**config.mk**
```make
export PLATFORM = sky130hd
export DESIGN_NAME = lcsep
export DESIGN_NICKNAME = d
export VERILOG_FILES = /design/src/rtl/lcsep_pkg.sv /design/src/rtl/lcsep_black_ref.sv /design/src/rtl/lcsep_line_phase.sv /design/src/rtl/lcsep_pair_math.sv /design/src/rtl/lcsep.sv
export SDC_FILE = /design/constraint.sdc
export NUM_CORES = 1
export LEC_CHECK = 0
export CAP_MARGIN = 40
export CORE_UTILIZATION = 29
export CTS_BUF_LIST = sky130_fd_sc_hd__clkbuf_8
export CTS_CLUSTER_SIZE = 16
export DETAILED_ROUTE_END_ITERATION = 8
export GPL_TIMING_DRIVEN = 0
export MAX_ROUTING_LAYER = met4
export PLACE_DENSITY_LB_ADDON = 0.3
export SETUP_SLACK_MARGIN = 0.1
export SYNTH_ARGS = -nofsm -noshare
export SYNTH_HDL_FRONTEND = slang
export SYNTH_SLANG_ARGS = --single-unit
```
**constraint.sdc**
```tcl
create_clock -name clk -period 6.75 [get_ports clk]
set_clock_uncertainty 0.05 [all_clocks]
set_input_delay 1.6875 -clock clk [delete_from_list [all_inputs] [get_ports clk]]
set_output_delay 1.6875 -clock clk [all_outputs]
set_load 0.02 [all_outputs]
```
**src/rtl/lcsep_pkg.sv**
```systemverilog
package lcsep_pkg;
  typedef enum logic {
    CT_R_MINUS_Y  = 1'b0,
    CT_NEG_B_MINUS_Y = 1'b1
  } ctype_e;
endpackage

```
**src/rtl/lcsep_black_ref.sv**
```systemverilog
// Per-line optical-black averager: marks black samples and holds the
// black reference for the rest of the line.
module lcsep_black_ref #(
  parameter int DW     = 10,
  parameter int OB_PIX = 3
) (
  input  logic          clk,
  input  logic          rst_n,
  input  logic          acc,
  input  logic          line_start,
  input  logic [DW-1:0] data,
  output logic          is_ob,
  output logic [DW-1:0] black
);
  localparam int CNT_W = $clog2(OB_PIX + 1);
  localparam int ACC_W = DW + CNT_W;
  localparam logic [CNT_W-1:0] FIRST_LEFT = CNT_W'(OB_PIX - 1);
  localparam logic [ACC_W-1:0] DIVISOR    = ACC_W'(OB_PIX);

  logic [CNT_W-1:0] ob_left;
  logic [ACC_W-1:0] acc_sum;
  logic [ACC_W-1:0] sum_now;
  logic [ACC_W-1:0] avg_now;
  logic             last_ob;

  always_comb begin
    is_ob   = line_start || (ob_left != '0);
    sum_now = line_start ? ACC_W'(data) : acc_sum + ACC_W'(data);
    last_ob = line_start ? (OB_PIX == 1) : (ob_left == CNT_W'(1));
    avg_now = sum_now / DIVISOR;
  end

  always_ff @(posedge clk or negedge rst_n) begin
    if (!rst_n) begin
      ob_left <= '0;
      acc_sum <= '0;
      black   <= '0;
    end else if (acc) begin
      if (line_start) begin
        ob_left <= FIRST_LEFT;
        acc_sum <= sum_now;
      end else if (ob_left != '0) begin
        ob_left <= ob_left - CNT_W'(1);
        acc_sum <= sum_now;
      end
      if (is_ob && last_ob) black <= avg_now[DW-1:0];
    end
  end
endmodule

```
**src/rtl/lcsep_line_phase.sv**
```systemverilog
// Line-type toggle and pair phase.
module lcsep_line_phase
  import lcsep_pkg::*;
(
  input  logic   clk,
  input  logic   rst_n,
  input  logic   acc,
  input  logic   line_start,
  input  logic   field_start,
  input  logic   cfg_first,
  input  logic   active,
  output logic   second,
  output ctype_e ctype
);
  logic half;

  assign second = half;

  always_ff @(posedge clk or negedge rst_n) begin
    if (!rst_n) begin
      half  <= 1'b0;
      ctype <= CT_R_MINUS_Y;
    end else if (acc) begin
      if (line_start) begin
        half  <= 1'b0;
        ctype <= field_start ? ctype_e'(cfg_first) : ctype_e'(~ctype);
      end else if (active) begin
        half <= ~half;
      end
    end
  end
endmodule

```
**src/rtl/lcsep_pair_math.sv**
```systemverilog
// Sum/difference of a corrected pair with output saturation.
module lcsep_pair_math #(
  parameter int DW = 10,
  parameter int CW = 10
) (
  input  logic signed [DW:0]   a_corr,
  input  logic signed [DW:0]   b_corr,
  output logic        [DW-1:0] y,
  output logic signed [CW-1:0] c
);
  localparam int EW = DW + 2;
  localparam logic signed [EW-1:0] YMAX = EW'((1 << DW) - 1);
  localparam logic signed [EW-1:0] CMAX = EW'((1 << (CW - 1)) - 1);
  localparam logic signed [EW-1:0] CMIN = -CMAX - EW'(1);

  logic signed [EW-1:0] sum;
  logic signed [EW-1:0] half_sum;
  logic signed [EW-1:0] diff;

  always_comb begin
    sum      = EW'(a_corr) + EW'(b_corr);
    half_sum = sum >>> 1;
    diff     = EW'(b_corr) - EW'(a_corr);
    if (half_sum < 0)          y = '0;
    else if (half_sum > YMAX)  y = YMAX[DW-1:0];
    else                       y = half_sum[DW-1:0];
    if (diff > CMAX)           c = CMAX[CW-1:0];
    else if (diff < CMIN)      c = CMIN[CW-1:0];
    else                       c = diff[CW-1:0];
  end
endmodule

```
**src/rtl/lcsep.sv**
```systemverilog
module lcsep
  import lcsep_pkg::*;
#(
  parameter int DW     = 10,
  parameter int CW     = 10,
  parameter int OB_PIX = 3
) (
  input  logic          clk,
  input  logic          rst_n,
  input  logic          cfg_first_type,
  input  logic          in_valid,
  output logic          in_ready,
  input  logic [DW-1:0] in_data,
  input  logic          in_sol,
  input  logic          in_sof,
  output logic          out_valid,
  input  logic          out_ready,
  output logic [DW-1:0] out_y,
  output logic [CW-1:0] out_c,
  output logic          out_ctype
);
  localparam int SW = DW + 1;

  logic                 acc;
  logic                 line_start;
  logic                 is_ob;
  logic                 active;
  logic                 second;
  logic                 emit;
  logic [DW-1:0]        black;
  ctype_e               ctype;
  logic signed [SW-1:0] corr;
  logic signed [SW-1:0] first_q;
  logic [DW-1:0]        y_d;
  logic signed [CW-1:0] c_d;

  assign in_ready   = !out_valid || out_ready;
  assign acc        = in_valid && in_ready;
  assign line_start = in_sol || in_sof;
  assign active     = acc && !is_ob;
  assign emit       = active && second;
  assign corr       = $signed({1'b0, in_data}) - $signed({1'b0, black});

  lcsep_black_ref #(.DW(DW), .OB_PIX(OB_PIX)) u_black (
    .clk(clk), .rst_n(rst_n), .acc(acc), .line_start(line_start),
    .data(in_data), .is_ob(is_ob), .black(black)
  );

  lcsep_line_phase u_phase (
    .clk(clk), .rst_n(rst_n), .acc(acc), .line_start(line_start),
    .field_start(in_sof), .cfg_first(cfg_first_type), .active(active),
    .second(second), .ctype(ctype)
  );

  lcsep_pair_math #(.DW(DW), .CW(CW)) u_math (
    .a_corr(first_q), .b_corr(corr), .y(y_d), .c(c_d)
  );

  always_ff @(posedge clk or negedge rst_n) begin
    if (!rst_n) first_q <= '0;
    else if (active && !second) first_q <= corr;
  end

  always_ff @(posedge clk or negedge rst_n) begin
    if (!rst_n) begin
      out_valid <= 1'b0;
      out_y     <= '0;
      out_c     <= '0;
      out_ctype <= 1'b0;
    end else if (emit) begin
      out_valid <= 1'b1;
      out_y     <= y_d;
      out_c     <= c_d;
      out_ctype <= ctype;
    end else if (out_ready) begin
      out_valid <= 1'b0;
    end
  end
endmodule

```
==> run_results.csv <==
group,metric,value,unit
floorplan,core-area,18210,um2
clock_network,post_cts_resized,0,
power,power.total,2.181,mW
cells_and_area,nets,784,
routing,firstDrtPassIters,7,
synth,ys.flop_type,"dfrtp_1",
clock_network,ctsHoldBuffers,0,
floorplan,die_x,139.1,um
global_routing,grt_pass1_wl,23.20,mm
synth,yosys.area_share.simple,0.1681,
clock_network,clk_latency,0.34,ns
synth,yosysTopAreaCellShare,0.2710,
routing,dr_total_vias,4852,
synth,synthArstFlopShare,1.000,
sta,tightest_slew,0.7939,ns
global_routing,grt_pass1_vias,4554,
routing,drtIter0Drc,273,
clock_network,clkTransAtPathRegs,0.07,ns
global_routing,grt_usage,0.1533,
synth,synth-xor-area-share,0.05788,
worst_setup_path,arrival,6.58,ns
synth,synth_edf_count,0,
synth,synthAdderAreaFrac,0.1181,
sta,fin_hold_ws,0.4270,ns
floorplan,start_util,0.2992,
sta,rsz0062_at_grt,"no",
synth,synth_area,5448,um2
clock_network,cts_made_buffers,9,
sta,slew_headroom,0.4624,
global_routing,antenna_found_initial,0,
worst_setup_path,crit_path_cell_trace,"clkdlybuf4s50_1, ha_1, fa_1, a211oi_1, o21ai_0, a211oi_2, o31a_1, nand2_1, mux2i_1, nand3_1, nand3_2, buf_2, nor3_1, o21bai_1, o221ai_2, ha_1, or4_1, a32o_1",
outcome,violations,"design-rule violations",
worst_setup_path,crit_path_end_kind,"flip-flop",
worst_setup_path,slowest_delay,0.52,ns
flow_run,drv_cap,0,
clock_network,clock-sinks,59,
sta,slew_viol_final,0,
worst_setup_path,crit_top_cell,"ha_1",
place,dp_hpwl,11.08,mm
sta,post-route-period-util,0.9480,
cells_and_area,antenna_cells,0,
synth,yosys.area.top_type,"dfrtp_1",
synth,yosys_register_bits,59,
worst_setup_path,crit_path_max_fanout,10,
power,peakVddDrop,0.1478,mV
routing,antenna_left,0,
synth,synthMuxAreaShare,0.02779,
synth,synth.area.top_cells,"dfrtp_1 (27%), ha_1 (10%), o21ai_0 (6.2%)",
place,port_buffers,39,
floorplan,rows,49,
floorplan,ios,40,
synth,synth_compound_area_frac,0.2876,
sta,fin_crit,6.399,ns
global_routing,grt.overflow.total,0,
floorplan,fp.dieH,139.1,um
worst_setup_path,crit_type,"input port to flip-flop",
synth,synth_top_family_by_area,"compound AO/OA/AOI/OAI gates",
power,leakage,2.739,nW
synth,yosysUniqueCellTypes,81,
routing,vias_per_cell,5.097,
floorplan,die_area,19340,um2
clock_network,cts_tree,"yes",
clock_network,cts_root_buf,"clkbuf_8",
synth,synth-seq-area-share,0.2710,
power,pwr_density_cell,345.0,nW/um2
clock_network,htreeDepth,3,
place,gp_congestion,0.9194,
synth,syn_nets,733,
sta,finalSetupTns,0,ns
outcome,status,"finished, violations left",
worst_setup_path,critPathLaunchType,"input port",
routing,wl_per_cell,14.87,um
worst_setup_path,worstPathRequired,6.93,ns
routing,wl,14.16,mm
cells_and_area,drive_above_1_share,0.09682,
clock_network,cts_buffer_depth,2,
clock_network,post-cts-setup-buffers,0,
worst_setup_path,slowest_stage,"or4_1",
cells_and_area,area_growth,16.03,%
sta,final-hold-violation-count,0,
sta,fmax,156.3,MHz
sta,finalSetupViolCount,0,
synth,yosysWarnings,0,
routing,drc,7,
worst_hold_path,hp-class,"flip-flop to flip-flop",
global_routing,grt_max_degree,60,
synth,synth.avg_cell_area,8.168,um2
synth,netlist_instances,667,
[stage by stage]
step,worst slack [ns],util,cell area [um2],cells
CTS,0.4024,0.3471,6321,952
finish,0.3508,0.3471,6321,952
global route,0.1021,0.3471,6321,952
global placement,0.04230,0.3364,6125,935
floorplan,1.118,-,5448,667
detailed placement,0.02056,0.3365,6127,936
[final cells by class]
cell class	instances	area, um2
fill	1907	11890
multi-input combinational	526	3592
sequential	59	1476
timing repair buffer	40	392.9
tap	229	286.5
buffer	34	198.9
inverter	48	180.2
clock buffer	10	137.6
clock inverter	6	56.30
[path summary, 6_finish.rpt]
check,start,endpoint,slack (ns),cells past startpoint
min,out_c[4]$_DFFE_PN0P_,out_c[4]$_DFFE_PN0P_,0.43,2
min in group asynchronous,rst_n,out_c[0]$_DFFE_PN0P_,1.38,1
max in group asynchronous,rst_n,u_black.acc_sum[2]$_DFFE_PN0P_,4.76,1
min reg2reg,out_c[4]$_DFFE_PN0P_,out_c[4]$_DFFE_PN0P_,0.43,2
max,in_data[0],u_black.black[0]$_DFFE_PN0P_,0.35,18
max reg2reg,u_black.acc_sum[0]$_DFFE_PN0P_,u_black.black[0]$_DFFE_PN0P_,1.81,17
[critical path: cells and delay by family]
family | cells | cell delay, ns
multiplexers | 1 | 0.22
buffers and inverters | 2 | 0.70
adder cells (fa/ha/maj) | 3 | 1.02
AO/OA/AOI/OAI | 7 | 1.92
AND/OR/NAND/NOR | 5 | 1.04
[power breakdown]
part	internal, mW	leakage (nW)	switching, mW
clock network	0.177	0.103	0.149
logic	0.582	1.87	0.814
registers	0.418	0.765	0.0411
[flip-flops by register name, indices dropped and copies added, names as in the netlist]
| register | count |
|---|---|
| out_y | 10 |
| first_q | 11 |
| u_black.ob_left | 2 |
| out_ctype | 1 |
| u_phase.second | 1 |
| u_black.black | 10 |
| out_c | 10 |
| u_phase.ctype | 1 |
| u_black.acc_sum | 12 |
| out_valid | 1 |
[cells in the mapped netlist (11+ instances only)]
cell type  count
a21o_1        11
a21oi_1       59
clkbuf_1      18
dfrtp_1       59
ha_1          45
inv_1         48
nand2_1       84
nand3_1       19
nor2_1        46
nor3_1        14
o21ai_0       68
xnor2_1       23
[cells by family after synthesis]
logic type / count (synthesis)
buffers and inverters: 82
AO/OA/AOI/OAI: 230
flip-flops: 59
adder cells (fa/ha/maj): 49
AND/OR/NAND/NOR: 200
XOR/XNOR: 33
multiplexers: 14
[routing by layer]
layer / share of wire / GRT usage
met1: 0.48 / 0.2006
met2: 0.45 / 0.2483
met3: 0.051 / 0.02106
met4: 0.015 / 0.03860
met5: 0 / -
[layout by cell type, fill, tap and decap left out, drive strengths merged, types with 3 or more instances in the layout]
cell | synthesis | routed
nand2 | 84 | 84
o21ai | 71 | 71
a21oi | 59 | 59
dfrtp | 59 | 59
inv | 48 | 49
nor2 | 46 | 46
ha | 45 | 45
clkdlybuf4s50 | 0 | 38
clkbuf | 18 | 28
xnor2 | 25 | 25
nand3 | 21 | 21
buf | 16 | 18
nor3 | 15 | 15
a21o | 11 | 11
mux2 | 9 | 9
a211oi | 9 | 9
xor2 | 8 | 8
o21bai | 8 | 8
a31oi | 8 | 8
and3 | 8 | 8
a21boi | 7 | 7
o31ai | 7 | 7
mux2i | 5 | 5
nand2b | 5 | 5
and2 | 5 | 5
a221oi | 5 | 5
fa | 4 | 4
o22ai | 4 | 4
a311oi | 4 | 4
o211ai | 4 | 4
nor2b | 3 | 3
o21a | 3 | 3
o31a | 3 | 3
nand4 | 3 | 3
clkinv | 0 | 3
Note: power is estimated with default switching activity, not from simulation.
